`config.mk`:
```
export PLATFORM = sky130hd
export DESIGN_NAME = spi_cmd_master
export DESIGN_NICKNAME = d
export VERILOG_FILES = /design/src/rtl/spi_cmd_pkg.sv /design/src/rtl/spi_tick_gen.sv /design/src/rtl/spi_frame_pack.sv /design/src/rtl/spi_rx_capture.sv /design/src/rtl/spi_cmd_master.sv
export SDC_FILE = /design/constraint.sdc
export NUM_CORES = 1
export LEC_CHECK = 0
export ABC_AREA = 0
export CAP_MARGIN = 10
export CORE_UTILIZATION = 40
export CTS_BUF_LIST = sky130_fd_sc_hd__clkbuf_16
export DETAILED_ROUTE_END_ITERATION = 10
export PLACE_DENSITY = 0.66
export SLEW_MARGIN = 20
export SYNTH_ARGS = -nofsm -noshare
export SYNTH_HDL_FRONTEND = slang
export SYNTH_SLANG_ARGS = --single-unit
```
`constraint.sdc`:
```
create_clock -name clk_i -period 3.2 [get_ports clk_i]
set_clock_uncertainty 0.1 [all_clocks]
set_input_delay 0.8 -clock clk_i [delete_from_list [all_inputs] [get_ports clk_i]]
set_output_delay 0.8 -clock clk_i [all_outputs]
set_load 0.01 [all_outputs]
```
`src/rtl/spi_cmd_pkg.sv`:
```
package spi_cmd_pkg;
  localparam int OP_W   = 8;
  localparam int ADDR_W = 24;

  typedef enum logic [1:0] {
    ST_IDLE,
    ST_SHIFT,
    ST_GAP
  } spi_st_e;
endpackage

```
`src/rtl/spi_tick_gen.sv`:
```
module spi_tick_gen #(
  parameter int DIV_W = 8
) (
  input  logic             clk_i,
  input  logic             rst_ni,
  input  logic             run_i,
  input  logic [DIV_W-1:0] div_i,
  output logic             tick_o
);
  logic [DIV_W-1:0] cnt_q;

  assign tick_o = run_i && (cnt_q == div_i);

  always_ff @(posedge clk_i or negedge rst_ni) begin
    if (!rst_ni)               cnt_q <= '0;
    else if (!run_i || tick_o) cnt_q <= '0;
    else                       cnt_q <= cnt_q + 1'b1;
  end
endmodule

```
`src/rtl/spi_frame_pack.sv`:
```
module spi_frame_pack
  import spi_cmd_pkg::*;
#(
  parameter int MAX_BYTES = 8,
  parameter int NB_W      = 4,
  parameter int CNT_W     = 7
) (
  input  logic [OP_W-1:0]                      opcode_i,
  input  logic                                 addr_en_i,
  input  logic [ADDR_W-1:0]                    addr_i,
  input  logic                                 write_i,
  input  logic [NB_W-1:0]                      nbytes_i,
  input  logic [8*MAX_BYTES-1:0]               wdata_i,
  output logic [OP_W+ADDR_W+8*MAX_BYTES-1:0]   frame_o,
  output logic [CNT_W-1:0]                     nbits_o,
  output logic [CNT_W-1:0]                     hdr_o
);
  localparam int DATA_W = 8 * MAX_BYTES;

  logic [DATA_W-1:0] dstream;

  // byte 0 leads the data stream; read frames shift zeros
  for (genvar k = 0; k < MAX_BYTES; k++) begin : g_byte
    assign dstream[DATA_W-1-8*k -: 8] = write_i ? wdata_i[8*k +: 8] : 8'h00;
  end

  assign frame_o = addr_en_i ? {opcode_i, addr_i, dstream}
                             : {opcode_i, dstream, {ADDR_W{1'b0}}};
  assign hdr_o   = addr_en_i ? CNT_W'(OP_W + ADDR_W) : CNT_W'(OP_W);
  assign nbits_o = hdr_o + (CNT_W'(nbytes_i) << 3);
endmodule

```
`src/rtl/spi_rx_capture.sv`:
```
module spi_rx_capture #(
  parameter int MAX_BYTES = 8
) (
  input  logic                   clk_i,
  input  logic                   rst_ni,
  input  logic                   clear_i,
  input  logic                   en_i,
  input  logic                   bit_i,
  output logic [8*MAX_BYTES-1:0] rdata_o
);
  localparam int DATA_W = 8 * MAX_BYTES;
  localparam int DIDX_W = $clog2(DATA_W);

  logic [DIDX_W-1:0] cnt_q;
  logic [DATA_W-1:0] rdata_q;

  always_ff @(posedge clk_i or negedge rst_ni) begin
    if (!rst_ni) begin
      cnt_q   <= '0;
      rdata_q <= '0;
    end else if (clear_i) begin
      cnt_q   <= '0;
      rdata_q <= '0;
    end else if (en_i) begin
      // flip the bit-in-byte index: first bit of a byte is its MSB
      rdata_q[cnt_q ^ DIDX_W'(7)] <= bit_i;
      cnt_q <= cnt_q + 1'b1;
    end
  end

  assign rdata_o = rdata_q;
endmodule

```
`src/rtl/spi_cmd_master.sv`:
```
module spi_cmd_master
  import spi_cmd_pkg::*;
#(
  parameter int DIV_W     = 8,
  parameter int MAX_BYTES = 8
) (
  input  logic                           clk_i,
  input  logic                           rst_ni,
  input  logic                           start_i,
  input  logic [OP_W-1:0]                opcode_i,
  input  logic                           addr_en_i,
  input  logic [ADDR_W-1:0]              addr_i,
  input  logic                           write_i,
  input  logic [$clog2(MAX_BYTES+1)-1:0] nbytes_i,
  input  logic [8*MAX_BYTES-1:0]         wdata_i,
  input  logic [DIV_W-1:0]               clk_div_i,
  output logic                           busy_o,
  output logic                           done_o,
  output logic [8*MAX_BYTES-1:0]         rdata_o,
  output logic                           sclk_o,
  output logic                           cs_no,
  output logic                           mosi_o,
  input  logic                           miso_i
);
  localparam int DATA_W  = 8 * MAX_BYTES;
  localparam int FRAME_W = OP_W + ADDR_W + DATA_W;
  localparam int CNT_W   = $clog2(FRAME_W + 1);
  localparam int NB_W    = $clog2(MAX_BYTES + 1);

  spi_st_e            st_q;
  logic               cs_n_q, sclk_q, done_q, rd_q, gap_q;
  logic [FRAME_W-1:0] tx_q;
  logic [CNT_W-1:0]   bit_q, nbits_q, hdr_q;

  logic [NB_W-1:0]    nb_eff;
  logic [FRAME_W-1:0] frame;
  logic [CNT_W-1:0]   nbits, hdr;
  logic               tick, accept, cap_en;

  always_comb begin
    if (nbytes_i == '0)                     nb_eff = NB_W'(1);
    else if (nbytes_i > NB_W'(MAX_BYTES))   nb_eff = NB_W'(MAX_BYTES);
    else                                    nb_eff = nbytes_i;
  end

  spi_frame_pack #(
    .MAX_BYTES (MAX_BYTES),
    .NB_W      (NB_W),
    .CNT_W     (CNT_W)
  ) u_pack (
    .opcode_i  (opcode_i),
    .addr_en_i (addr_en_i),
    .addr_i    (addr_i),
    .write_i   (write_i),
    .nbytes_i  (nb_eff),
    .wdata_i   (wdata_i),
    .frame_o   (frame),
    .nbits_o   (nbits),
    .hdr_o     (hdr)
  );

  spi_tick_gen #(.DIV_W(DIV_W)) u_tick (
    .clk_i  (clk_i),
    .rst_ni (rst_ni),
    .run_i  (st_q != ST_IDLE),
    .div_i  (clk_div_i),
    .tick_o (tick)
  );

  assign accept = (st_q == ST_IDLE) && start_i;
  assign cap_en = (st_q == ST_SHIFT) && tick && !sclk_q && rd_q && (bit_q >= hdr_q);

  spi_rx_capture #(.MAX_BYTES(MAX_BYTES)) u_rx (
    .clk_i   (clk_i),
    .rst_ni  (rst_ni),
    .clear_i (accept),
    .en_i    (cap_en),
    .bit_i   (miso_i),
    .rdata_o (rdata_o)
  );

  always_ff @(posedge clk_i or negedge rst_ni) begin
    if (!rst_ni) begin
      st_q    <= ST_IDLE;
      cs_n_q  <= 1'b1;
      sclk_q  <= 1'b0;
      done_q  <= 1'b0;
      rd_q    <= 1'b0;
      gap_q   <= 1'b0;
      tx_q    <= '0;
      bit_q   <= '0;
      nbits_q <= '0;
      hdr_q   <= '0;
    end else begin
      done_q <= 1'b0;
      unique case (st_q)
        ST_IDLE: if (start_i) begin
          st_q    <= ST_SHIFT;
          cs_n_q  <= 1'b0;
          sclk_q  <= 1'b0;
          tx_q    <= frame;
          bit_q   <= '0;
          nbits_q <= nbits;
          hdr_q   <= hdr;
          rd_q    <= !write_i;
        end
        ST_SHIFT: if (tick) begin
          if (!sclk_q) begin
            sclk_q <= 1'b1;
          end else begin
            sclk_q <= 1'b0;
            if (bit_q == nbits_q - 1'b1) begin
              // release only after the falling edge closing the last byte
              cs_n_q <= 1'b1;
              done_q <= 1'b1;
              gap_q  <= 1'b0;
              st_q   <= ST_GAP;
            end else begin
              bit_q <= bit_q + 1'b1;
              tx_q  <= {tx_q[FRAME_W-2:0], 1'b0};
            end
          end
        end
        ST_GAP: if (tick) begin
          if (gap_q) st_q <= ST_IDLE;
          else       gap_q <= 1'b1;
        end
        default: st_q <= ST_IDLE;
      endcase
    end
  end

  assign busy_o = (st_q != ST_IDLE);
  assign done_o = done_q;
  assign sclk_o = sclk_q;
  assign cs_no  = cs_n_q;
  assign mosi_o = tx_q[FRAME_W-1] & ~cs_n_q;
endmodule

```
==> reports/summary.txt, run 1 <==
Global-route wire length before repair = 45400 um
Final min period = 2720 ps
Synth top area cells = dfrtp_1 (48%), o21ai_0 (5.7%), mux2_2 (5.2%)
RSZ-0062 raised after global routing = no
Number of cell rows = 57
Root buffer cell = clkbuf_16
Final core occ = 0.528
Reg2reg end = tx_q[76]$_DFFE_PN0P_
Share of the synthesized area in the top cell type = 0.476
Final GP Congestion = 0.814
Nets = 1307
Post-CTS setup buffer count = 0
Setup CP Type = in2reg
Worst setup SP type = input pin
Worst reg2reg startpoint = nbits_q[3]$_DFFE_PN0P_
Worst EP arrival = 2940 ps
Final WL = 27700 um
Starting Density = 0.412
Post-synth cell types = 56
Total GRT Usage = 0.220
TritonCTS clock tree = yes
Finished Layout Cells = 1520
Syn_nets = 1148
Die area = 0.0260 mm2
Antenna diodes = 0
Syn_area_per_cell = 9.90 um2
I/O Pins = 183
Worst Hold Class = in2async
Leakage power = 5.50 nW
Max_cap viols = 0
Peak supply drop = 0.299 mV
Most frequent cells in the layout = dfrtp_1 (193), clkdlybuf4s50_1 (179), o21ai_0 (115), nand3_1 (84), nor2_1 (83)
Final WS setup = 479 ps
Synthesized flop and latch total = 194
CP Max Fanout = 22
Fin crit share = 0.850
Setup TNS = 0 ps
Synth area leader = dfrtp_1
Post-DP HPWL = 19300 um
Number of clock sinks = 194
Largest net degree at the start of global routing = 100
Max-slew violations = 0
Clock buffer depth = 2
DP Worst Slack = 42.4 ps
Seq/Total Area, Yosys = 0.479
Fraction of registers with async set/reset = 1.00
FMAX = 368 MHz
Vias in the first global route = 8421
Starting DRT DRC Count = 782
Core area = 0.0246 mm2
DR vias = 8572
Hold_buf cts = 0
Router iterations before antenna repair = 6
Reg2reg setup slack = 560 ps
Worst setup EP type = register
Yosys warns = 0
Worst-path clk slew = 80 ps
Ys flop type = dfrtp_1
Placed Cells = 1488
Final setup viols = 0
FILL cells = 2215
Grt ovf = 0
Mapped Area = 0.0101 mm2
Gate count of the mapped netlist = 1024
Die Ht = 161 um
Clk_lat worst skew = 440 ps
Worst-Margin Slew = 1060 ps
Commonest non-fill, non-tap cell in the layout = dfrtp_1
Drc violations = 0
Pwr dens = 457 mW/mm2
Initial antenna violation count = 1
Layout cell share with drive strength beyond 1 = 0.105
Post-DR vias/cell = 5.64
Layout area overhead = 28.2%
Die width = 161 um
CTS HTree Levels = 4
Relative slew margins = 0.293
Post-DR wirelength/cell = 18.2 um
Final Hold Viols = 0
Num CTS Buffers = 17
Worst EP required = 3420 ps
IO Port Bufs = 182
Path depth of the worst reg2reg path = 9
Outcome = finished clean
DRT antenna net count = 0
EDFF count, synth = 0
Post-cts sizing count = 0
[registers in the layout (all words and copies together), names as in the netlist, 2 cells and up]
signal / count
st_q: 2
u_tick.cnt_q: 8
nbits_q: 4
u_rx.cnt_q: 6
tx_q: 96
hdr_q: 2
u_rx.rdata_o: 64
bit_q: 7
[layout make-up]
class	count	area, um2	area share
Clock buffer	17	425	0.0327
Clock inverter	15	185	0.0142
Inverter	13	48.8	0.00375
Multi-Input combinational cell	739	4860	0.374
Sequential cell	194	4860	0.374
Tap cell	324	405	0.0312
Timing Repair Buffer	218	2210	0.170
[layer usage]
layer | vias to the layer above | wire, um | GRT usage
li1 | 4040 | - | -
met1 | 4228 | 13200 | 0.317
met2 | 267 | 12700 | 0.336
met3 | 35 | 1320 | 0.0383
met4 | 2 | 416 | 0.0669
met5 | - | 17 | 0
[cells by family after synthesis]
logic type      synth area share
xor+xnor                  0.0199
mux                        0.141
compound gates             0.173
simple gates               0.132
buf+inv                   0.0427
flops                      0.479
fa+ha+maj                 0.0123
[worst max-delay path, stage by stage]
cell and delay (ps):
clkdlybuf4s50_1 420, xnor2_1 200, and4_1 250, nand3_1 190, a22oi_4 310, buf_12 230
buf_12 180, mux2_1 340
[Yosys cell counts (all sizes together), types with 2 or more instances]
library cell  count
or3               3
mux2             89
a221oi           23
and3              7
a2bb2oi           8
and4              2
nand2b            6
dfrtp           193
o2111a            4
a21o              2
nand4             4
xnor2            19
ha               10
o21ai           115
nand2            72
nand3            84
a22o             25
xor2              4
buf              29
o22ai            10
nor3b             2
o21a              2
o2111ai           6
nor2             83
nor3             16
inv              13
nor4              3
a21oi            69
a211oi            2
a22oi             3
mux2i            43
clkbuf           49
nor2b             7
[per-stage QoR]
step	hold slack, ps	power (mW)	cell area, um2
after floorplan	354	3.39	10100
after global placement	368	3.78	12400
after detailed placement	375	3.80	12400
after CTS	283	6.00	13000
after global routing	288	6.23	13000
final	262	5.95	13000
[where the power goes]
group | leakage, nW | switching (mW) | internal (mW)
Clock | 0.294 | 1.12 | 1.07
Combinational | 2.76 | 0.435 | 0.476
Sequential | 2.44 | 0.184 | 2.67
[how the worst max path moves through the flow]
| stage | endpoint | depth (start not counted) | start |
|---|---|---|---|
| 6_report | tx_q[76]$_DFFE_PN0P_ | 8 | clk_div_i[7] |
| 5_1_grt | tx_q[79]$_DFFE_PN0P_ | 9 | nbits_q[3]$_DFFE_PN0P_ |
| 4_1_cts | tx_q[76]$_DFFE_PN0P_ | 8 | clk_div_i[6] |
| 3_5_place_dp | tx_q[27]$_DFFE_PN0P_ | 8 | clk_div_i[5] |
| 3_3_place_gp | tx_q[8]$_DFFE_PN0P_ | 8 | clk_div_i[2] |
| 2_1_floorplan | tx_q[86]$_DFFE_PN0P_ | 8 | clk_div_i[2] |
Note: power is estimated with default switching activity, not from simulation.
==> run 2, diff against run 1 <==
--- a/config.mk
+++ b/config.mk
@@ -11,6 +11,7 @@
 export CTS_BUF_LIST = sky130_fd_sc_hd__clkbuf_16
 export DETAILED_ROUTE_END_ITERATION = 10
 export PLACE_DENSITY = 0.66
+export SKIP_LAST_GASP = 1
 export SLEW_MARGIN = 20
 export SYNTH_ARGS = -nofsm -noshare
 export SYNTH_HDL_FRONTEND = slang
==> results of run 2 <==
Final layout, timing and power as in run 1 (identical DEF).
